File: src/rtl/pgate_pkg.sv
package pgate_pkg;

    typedef enum logic [1:0] {
        ST_OFF    = 2'd0,
        ST_RESET  = 2'd1,
        ST_RETAIN = 2'd2,
        ST_ACTIVE = 2'd3
    } pg_state_e;

    localparam logic [1:0] MODE_RUN   = 2'b00;
    localparam logic [1:0] MODE_SLEEP = 2'b01;
    localparam logic [1:0] MODE_DEEP  = 2'b10;

endpackage

File: src/rtl/pgate_mode_sel.sv
module pgate_mode_sel
    import pgate_pkg::*;
(
    input  logic [1:0] op_mode,
    input  logic       gate_run,
    input  logic       gate_sleep,
    input  logic       gate_deep,
    output logic       gate_sel
);

    always_comb begin
        unique case (op_mode)
            MODE_SLEEP: gate_sel = gate_sleep;
            MODE_DEEP:  gate_sel = gate_deep;
            default:    gate_sel = gate_run;   // run and the spare code
        endcase
    end

endmodule

File: src/rtl/pgate_fsm.sv
module pgate_fsm
    import pgate_pkg::*;
#(
    parameter int RST_CYCLES = 4
) (
    input  logic clk,
    input  logic rst_n,
    input  logic gate_sel,
    input  logic keep_pwr,
    output logic pwr_en,
    output logic clk_en,
    output logic periph_rst
);

    localparam int CW = (RST_CYCLES > 1) ? $clog2(RST_CYCLES) : 1;
    localparam logic [CW-1:0] CNT_LAST = CW'(RST_CYCLES - 1);

    pg_state_e state_q, state_d;
    logic [CW-1:0] rcnt_q, rcnt_d;
    logic want_pwr;

    assign want_pwr = gate_sel | keep_pwr;

    always_comb begin
        state_d = state_q;
        rcnt_d  = rcnt_q;
        unique case (state_q)
            ST_OFF: begin
                if (want_pwr) begin          // wake
                    state_d = ST_RESET;
                    rcnt_d  = '0;
                end
            end
            ST_RESET: begin
                if (!want_pwr) begin
                    state_d = ST_OFF;        // abort
                end else if (rcnt_q == CNT_LAST) begin
                    state_d = gate_sel ? ST_ACTIVE : ST_RETAIN;
                end else begin
                    rcnt_d = rcnt_q + 1'b1;
                end
            end
            ST_RETAIN: begin
                if (!want_pwr)     state_d = ST_OFF;     // drop
                else if (gate_sel) state_d = ST_ACTIVE;  // gate_on
            end
            ST_ACTIVE: begin
                if (!want_pwr)      state_d = ST_OFF;     // drop
                else if (!gate_sel) state_d = ST_RETAIN;  // gate_off
            end
            default: state_d = ST_OFF;
        endcase
    end

    always_ff @(posedge clk or negedge rst_n) begin
        if (!rst_n) begin
            state_q <= ST_OFF;
            rcnt_q  <= '0;
        end else begin
            state_q <= state_d;
            rcnt_q  <= rcnt_d;
        end
    end

    always_comb begin
        pwr_en     = 1'b0;
        clk_en     = 1'b0;
        periph_rst = 1'b0;
        unique case (state_q)
            ST_OFF:    ;
            ST_RESET:  begin pwr_en = 1'b1; periph_rst = 1'b1; end
            ST_RETAIN: pwr_en = 1'b1;
            ST_ACTIVE: begin pwr_en = 1'b1; clk_en = 1'b1; end
            default:   ;
        endcase
    end

endmodule

File: src/rtl/pgate_settle.sv
module pgate_settle #(
    parameter int SETTLE_CYCLES = 16
) (
    input  logic clk,
    input  logic rst_n,
    input  logic pwr_en,
    output logic ready
);

    localparam int SW = $clog2(SETTLE_CYCLES + 1);
    localparam logic [SW-1:0] SET_MAX = SW'(SETTLE_CYCLES);

    logic [SW-1:0] scnt_q;

    always_ff @(posedge clk or negedge rst_n) begin
        if (!rst_n)                 scnt_q <= '0;
        else if (!pwr_en)           scnt_q <= '0;
        else if (scnt_q != SET_MAX) scnt_q <= scnt_q + 1'b1;
    end

    assign ready = pwr_en && (scnt_q == SET_MAX);

endmodule

File: src/rtl/pgate_ctrl.sv
module pgate_ctrl #(
    parameter int REG_W         = 32,
    parameter int RST_CYCLES    = 4,
    parameter int SETTLE_CYCLES = 16
) (
    input  logic             clk,
    input  logic             rst_n,
    input  logic [1:0]       op_mode,
    input  logic             gate_run,
    input  logic             gate_sleep,
    input  logic             gate_deep,
    input  logic             wr_en,
    input  logic [REG_W-1:0] wr_data,
    output logic [REG_W-1:0] rd_data,
    output logic             pwr_en,
    output logic             clk_en,
    output logic             periph_rst,
    output logic             ready
);

    logic keep_q;
    logic gate_sel;
    logic unused_wr_hi;

    assign unused_wr_hi = ^wr_data[REG_W-1:1];

    always_ff @(posedge clk or negedge rst_n) begin
        if (!rst_n)     keep_q <= 1'b0;
        else if (wr_en) keep_q <= wr_data[0];
    end

    assign rd_data = {{(REG_W-1){1'b0}}, keep_q};

    pgate_mode_sel u_sel (
        .op_mode    (op_mode),
        .gate_run   (gate_run),
        .gate_sleep (gate_sleep),
        .gate_deep  (gate_deep),
        .gate_sel   (gate_sel)
    );

    pgate_fsm #(.RST_CYCLES(RST_CYCLES)) u_fsm (
        .clk        (clk),
        .rst_n      (rst_n),
        .gate_sel   (gate_sel),
        .keep_pwr   (keep_q),
        .pwr_en     (pwr_en),
        .clk_en     (clk_en),
        .periph_rst (periph_rst)
    );

    pgate_settle #(.SETTLE_CYCLES(SETTLE_CYCLES)) u_settle (
        .clk    (clk),
        .rst_n  (rst_n),
        .pwr_en (pwr_en),
        .ready  (ready)
    );

endmodule

File: config.mk
export PLATFORM = sky130hd
export DESIGN_NAME = pgate_ctrl
export DESIGN_NICKNAME = d
export VERILOG_FILES = /design/src/rtl/pgate_pkg.sv /design/src/rtl/pgate_mode_sel.sv /design/src/rtl/pgate_fsm.sv /design/src/rtl/pgate_settle.sv /design/src/rtl/pgate_ctrl.sv
export SDC_FILE = /design/constraint.sdc
export NUM_CORES = 1
export LEC_CHECK = 0
export BUFFER_PORTS_ARGS = -buffer_cell sky130_fd_sc_hd__buf_2
export CORE_ASPECT_RATIO = 0.7
export CORE_UTILIZATION = 36
export CTS_CLUSTER_DIAMETER = 100
export DETAILED_ROUTE_END_ITERATION = 6
export PLACE_DENSITY_LB_ADDON = 0.25
export SYNTH_ARGS = -nofsm -noshare
export SYNTH_HDL_FRONTEND = slang
export SYNTH_SLANG_ARGS = --single-unit
File: constraint.sdc
create_clock -name clk -period 1.5 [get_ports clk]
set_input_delay 0.15 -clock clk [delete_from_list [all_inputs] [get_ports clk]]
set_output_delay 0.15 -clock clk [all_outputs]
set_load 0.05 [all_outputs]
==> out/metrics.yaml, run 1 <==
outcome: "complete, but fails checks"
violations: "design-rule violations, negative setup slack"
end_kind: "primary output"
synthCells: 83
hold_path_depth: 2
port_buffers: 13
min_to: "keep_q"
gp_congestion: 0.669
worstReg2RegEnd: "u_fsm.rcnt_q[0]"
syn-cell-area_um2: 792
regArea_um2: 250
dp.final_hpwl_um: 941
multi_input_area_um2: 415
grt_pass1_vias: 428
die_h_um: 41.2
grt_antenna_before_repair: 0
hp-start: "wr_data[0]"
drc: 3
switchingPower_mw: 0.705
synth_area_leaders: "dfrtp_1, buf_4, ha_1"
combPwrFrac_pct: 57.9
grt_max_degree: 11
first_pass_iters: 6
yosysSeqAreaShare_pct: 31.6
viasPerCell: 3.66
vias: 502
reg2reg_from: "u_fsm.rcnt_q[0]"
nNetsFinal: 154
dieArea_um2: 2390
power_frac_seq_pct: 30.3
yosysWarnings: 0
cp-start-kind: "flop"
cts_buffers: 3
drt_iter0_drc: 8
grt_pass1_wl_um: 1890
layout-area-overhead-vs-synth_pct: 13.3
pin_count: 76
synth_most_common_cell: "buf_4"
htree_levels: 1
clkLatencyLatePin_ns: 0.26
cp.arrival_ns: 1.36
clock-sinks: 10
drv_cap: 0
synth_seq_cells: 10
cp_slowest_stage_delay_ns: 0.39
synth-edff-count: 0
max_freq_mhz: 663
drive_gt1_share_pct: 30.8
cp.required_ns: 1.35
p_int_mw: 0.785
overflow: 0
start_util_pct: 40.2
synth_cell_types: 24
fin_crit_sh_pct: 101
finalMaxSlewViolations: 0
ff2ff_setup_slack_ns: 0.14
reg2reg_depth: 4
final_core_util_pct: 45.6
slowest_stage: "dfrtp_1"
finalHoldViolations: 0
fill_cells: 192
diodes: 0
clkPwrFrac_pct: 11.8
powerDensity_nw_per_um2: 1660
swShare_pct: 47.3
num_rows: 13
synth_area_leader_cell: "dfrtp_1"
p_leak_nw: 0.487
drt-total-wl_um: 1180
die_w_um: 58.1
async_reset_ff_share_pct: 100
clk_root_buffer_cell: "clkbuf_4"
cts_tree: "built"
tns_ns: -0.00899
wire_per_inst_um: 8.59
core_area_um2: 1970
peakVddDrop_mv: 0.903
fin_ws_ns: -0.00899
fin_crit_ns: 1.51
synth_common_cells: "buf_4, dfrtp_1, nor2_1"
path_clk_slew_ns: 0.06
syn_area_per_cell_um2: 9.54
grt_use_total_pct: 11.5
antenna_left: 0
rsz0062_at_grt: "true"
path_class: "reg2out"
crit_chain: "inv_2, ha_4, and4bb_1, nor2b_4, buf_8"
setup-violations-final: 1
cts_buffer_depth: 2
synth_top_area_share_pct: 31.6
cp_max_fo: 2
synthFlopType: "dfrtp_1"
fin_worst_skew_ns: 0.00528
min_path_type: "in2reg"
-- cells in the final DEF, fill, tap and decap left out, types with 2 or more instances in the layout --
cell and count:
nand3_1 2, buf_4 9, xor2_1 2, inv_2 2, inv_1 3, nor2_1 6, xnor2_1 2, ha_1 4
buf_2 12, conb_1 31, a22o_2 2, mux2_2 2, clkbuf_4 3, dfrtp_1 10
-- worst max-delay path: cells and delay by family, from the launching register on --
family | cells | cell delay (ns)
flops | 1 | 0.39
buf+inv | 2 | 0.23
fa+ha+maj | 1 | 0.11
simple gates | 2 | 0.37
-- power groups by stage --
stage                     logic, mW  clock network (mW)  registers [mW]
after global routing          0.942               0.201           0.462
after floorplan               0.675                   0           0.440
final                         0.863               0.176           0.451
after detailed placement      0.763                   0           0.461
after global placement        0.753                   0           0.456
after CTS                     0.865               0.186           0.450
-- logic make-up after synthesis --
| family | Yosys count | synth area share (%) |
|---|---|---|
| adder cells (fa/ha/maj) | 5 | 7.90 |
| other | 1 | 0.473 |
| flip-flops | 10 | 31.6 |
| XOR/XNOR | 4 | 4.42 |
| buffers and inverters | 37 | 32.7 |
| AO/OA/AOI/OAI | 7 | 7.27 |
| multiplexers | 3 | 4.11 |
| AND/OR/NAND/NOR | 16 | 11.5 |
-- sequential cells by signal (all words and copies together) (netlist names) --
name / count
keep_q: 1
u_fsm.rcnt_q: 2
u_fsm.state_q: 2
u_settle.scnt_q: 5
-- layer usage --
layer | global-route usage, % | part of all wire (%)
met1 | 14.2 | 49
met2 | 18.7 | 44
met3 | 4.73 | 7.6
met4 | 3.57 | 0
met5 | 0 | 0
-- how the worst max path moves through the flow --
stage | from | to | depth (start not counted)
finish | u_settle.scnt_q[0] | ready | 5
global placement | op_mode[0] | u_fsm.rcnt_q[0] | 6
CTS | u_settle.scnt_q[0] | ready | 5
floorplan | u_settle.scnt_q[0] | ready | 4
detailed placement | op_mode[0] | u_fsm.rcnt_q[0] | 6
global route | u_settle.scnt_q[0] | ready | 5
-- final cells by class --
type | instances | share of cell area, %
multi-input cells | 66 | 46.3
flip-flops and latches | 10 | 27.9
well taps | 30 | 4.18
clock buffers | 3 | 2.51
repair buffers | 23 | 17.0
inverters | 5 | 2.09
-- what timing repair did --
item	CTS	global route
resized for setup	7	0
buffers inserted	3	0
setup endpoints to repair	1	1
hold buffers	1	0
hold endpoints to repair	10	0
pin swaps	1	0
gates cloned	0	0
-- per-stage QoR --
step	cells	cell area [um^2]	setup slack, ns	hold slack [ns]	total power, mW
after floorplan	113	912	0.140	-0.146	1.12
after global placement	130	820	0.0271	0.0219	1.21
after detailed placement	130	820	0.00497	0.0231	1.22
after CTS	137	897	-0.0139	0.116	1.50
after global routing	137	897	-0.0634	0.122	1.61
final	137	897	-0.00899	0.120	1.49
No activity file was read; power rests on OpenSTA's default activity.
==> inputs of run 2 (changes only) <==
--- a/config.mk
+++ b/config.mk
@@ -10,7 +10,7 @@
 export CORE_UTILIZATION = 36
 export CTS_CLUSTER_DIAMETER = 100
 export DETAILED_ROUTE_END_ITERATION = 6
-export PLACE_DENSITY_LB_ADDON = 0.25
+export PLACE_DENSITY = 0.81
 export SYNTH_ARGS = -nofsm -noshare
 export SYNTH_HDL_FRONTEND = slang
 export SYNTH_SLANG_ARGS = --single-unit
==> run 2 against run 1 <==
Effect of this change: the flow still finishes with violations (design-rule violations, negative setup slack); setup slack got worse by 0.019 ns; flip-flop and latch count unchanged; total power increased by 9.3%; first-iteration DRC count increased by 13%; clock power about the same.
==> out/metrics.yaml, run 2 (synthesized netlist as in run 1, its figures left out) <==
outcome: "complete, but fails checks"
violations: "design-rule violations, negative setup slack"
hp-start: "wr_data[0]"
reg2reg_from: "u_settle.scnt_q[0]"
drc: 4
regMostFlops: "u_settle.scnt_q"
tns_ns: -0.0275
final_core_util_pct: 47.2
grt_pass1_wl_um: 2330
min_to: "keep_q"
htree_levels: 1
path_class: "reg2reg"
ff2ff_setup_slack_ns: -0.03
fin_ws_ns: -0.0275
reg2reg_depth: 9
grt_antenna_before_repair: 0
core_area_um2: 1970
clock-sinks: 10
drt_iter0_drc: 9
vias: 560
worstReg2RegEnd: "u_settle.scnt_q[0]"
drive_gt1_share_pct: 35.5
cts_buffers: 3
finalMaxSlewViolations: 0
grt_pass1_vias: 523
wire_per_inst_um: 10.3
reg_top3: "u_settle.scnt_q (5), u_fsm.rcnt_q (2), u_fsm.state_q (2)"
overflow: 0
fin_worst_skew_ns: 0.00722
drv_cap: 0
path_clk_slew_ns: 0.05
diodes: 0
finalHoldViolations: 0
cp_max_fo: 2
die_h_um: 41.2
setup-violations-final: 1
end_kind: "flop"
peakVddDrop_mv: 0.658
fin_crit_sh_pct: 102
port_buffers: 13
clk_root_buffer_cell: "clkbuf_4"
drt-total-wl_um: 1440
cp.required_ns: 1.64
cp-start-kind: "flop"
grt_max_degree: 11
first_pass_iters: 6
powerDensity_nw_per_um2: 1750
cp.arrival_ns: 1.67
fin_crit_ns: 1.53
fin_cells: 140
layout-area-overhead-vs-synth_pct: 17.4
largest_reg_flops: 5
num_rows: 13
dp_cells: 128
p_leak_nw: 0.507
most-common-layout-cells: "conb_1, buf_2, buf_4"
nNetsFinal: 157
dp.final_hpwl_um: 986
dieArea_um2: 2390
min_path_type: "in2reg"
antenna_left: 0
clkLatencyLatePin_ns: 0.26
grt_use_total_pct: 14.2
final_common_cell: "conb_1"
place_ws_ns: -0.0268
max_freq_mhz: 655
pin_count: 76
gp_congestion: 0.643
die_w_um: 58.1
cts_buffer_depth: 2
hold_path_depth: 2
rsz0062_at_grt: "true"
cts_tree: "built"
start_util_pct: 40.2
viasPerCell: 4.00
==> run 2: routing by layer <==
metal,GRT usage [%],vias up,share of wire [%]
met5,0,-,0
met4,7.74,0,4.4
met3,7.89,6,9.0
met2,25.0,33,49
met1,14.2,259,38
li1,-,262,-
==> run 2: critical path: stages (launching register included) <==
cell	delay [ns]
dfrtp_1	0.36
inv_2	0.06
buf_4	0.13
buf_4	0.12
buf_4	0.12
buf_4	0.13
buf_4	0.13
buf_4	0.13
xnor2_2	0.18
nor2_2	0.07
==> run 2: layout make-up <==
cell class              instances  area, um^2
repair buffers                 26         171
flip-flops and latches         10         250
multi-input cells              66         429
well taps                      30        37.5
clock buffers                   3        22.5
fillers                       179        1040
inverters                       5        18.8
==> run 2: power by group <==
part           total (mW)  internal (mW)  switching [mW]
combinational        1.01          0.401           0.605
clock               0.174         0.0922          0.0821
sequential          0.450          0.369          0.0805
total                1.63          0.862           0.767
==> run 2: metrics by stage <==
| stage | power [mW] | hold slack (ns) | cell area (um^2) |
|---|---|---|---|
| 5_1_grt | 1.75 | 0.122 | 930 |
| 3_3_place_gp | 1.17 | 0.0148 | 805 |
| 3_5_place_dp | 1.20 | 0.0179 | 805 |
| 6_report | 1.63 | 0.129 | 930 |
| 2_1_floorplan | 1.12 | -0.146 | 912 |
| 4_1_cts | 1.55 | 0.120 | 916 |
==> run 2: worst max path at each step <==
stage,start,to,slack [ns],cells after the start
after CTS,u_settle.scnt_q[1],ready,0.005,5
after floorplan,u_settle.scnt_q[0],ready,0.14,4
final,u_settle.scnt_q[0],u_settle.scnt_q[0],-0.03,9
after detailed placement,op_mode[0],u_fsm.rcnt_q[0],-0.03,6
after global placement,op_mode[0],u_fsm.rcnt_q[0],0.02,6
after global routing,u_settle.scnt_q[0],u_settle.scnt_q[0],-0.09,9
==> run 2: repair_timing <==
action,CTS,global route
endpoints found under the setup margin,1,4
pin swaps,2,1
hold buffers,1,0
setup buffers,8,0
hold endpoints to repair,10,0
gates resized for setup,6,3
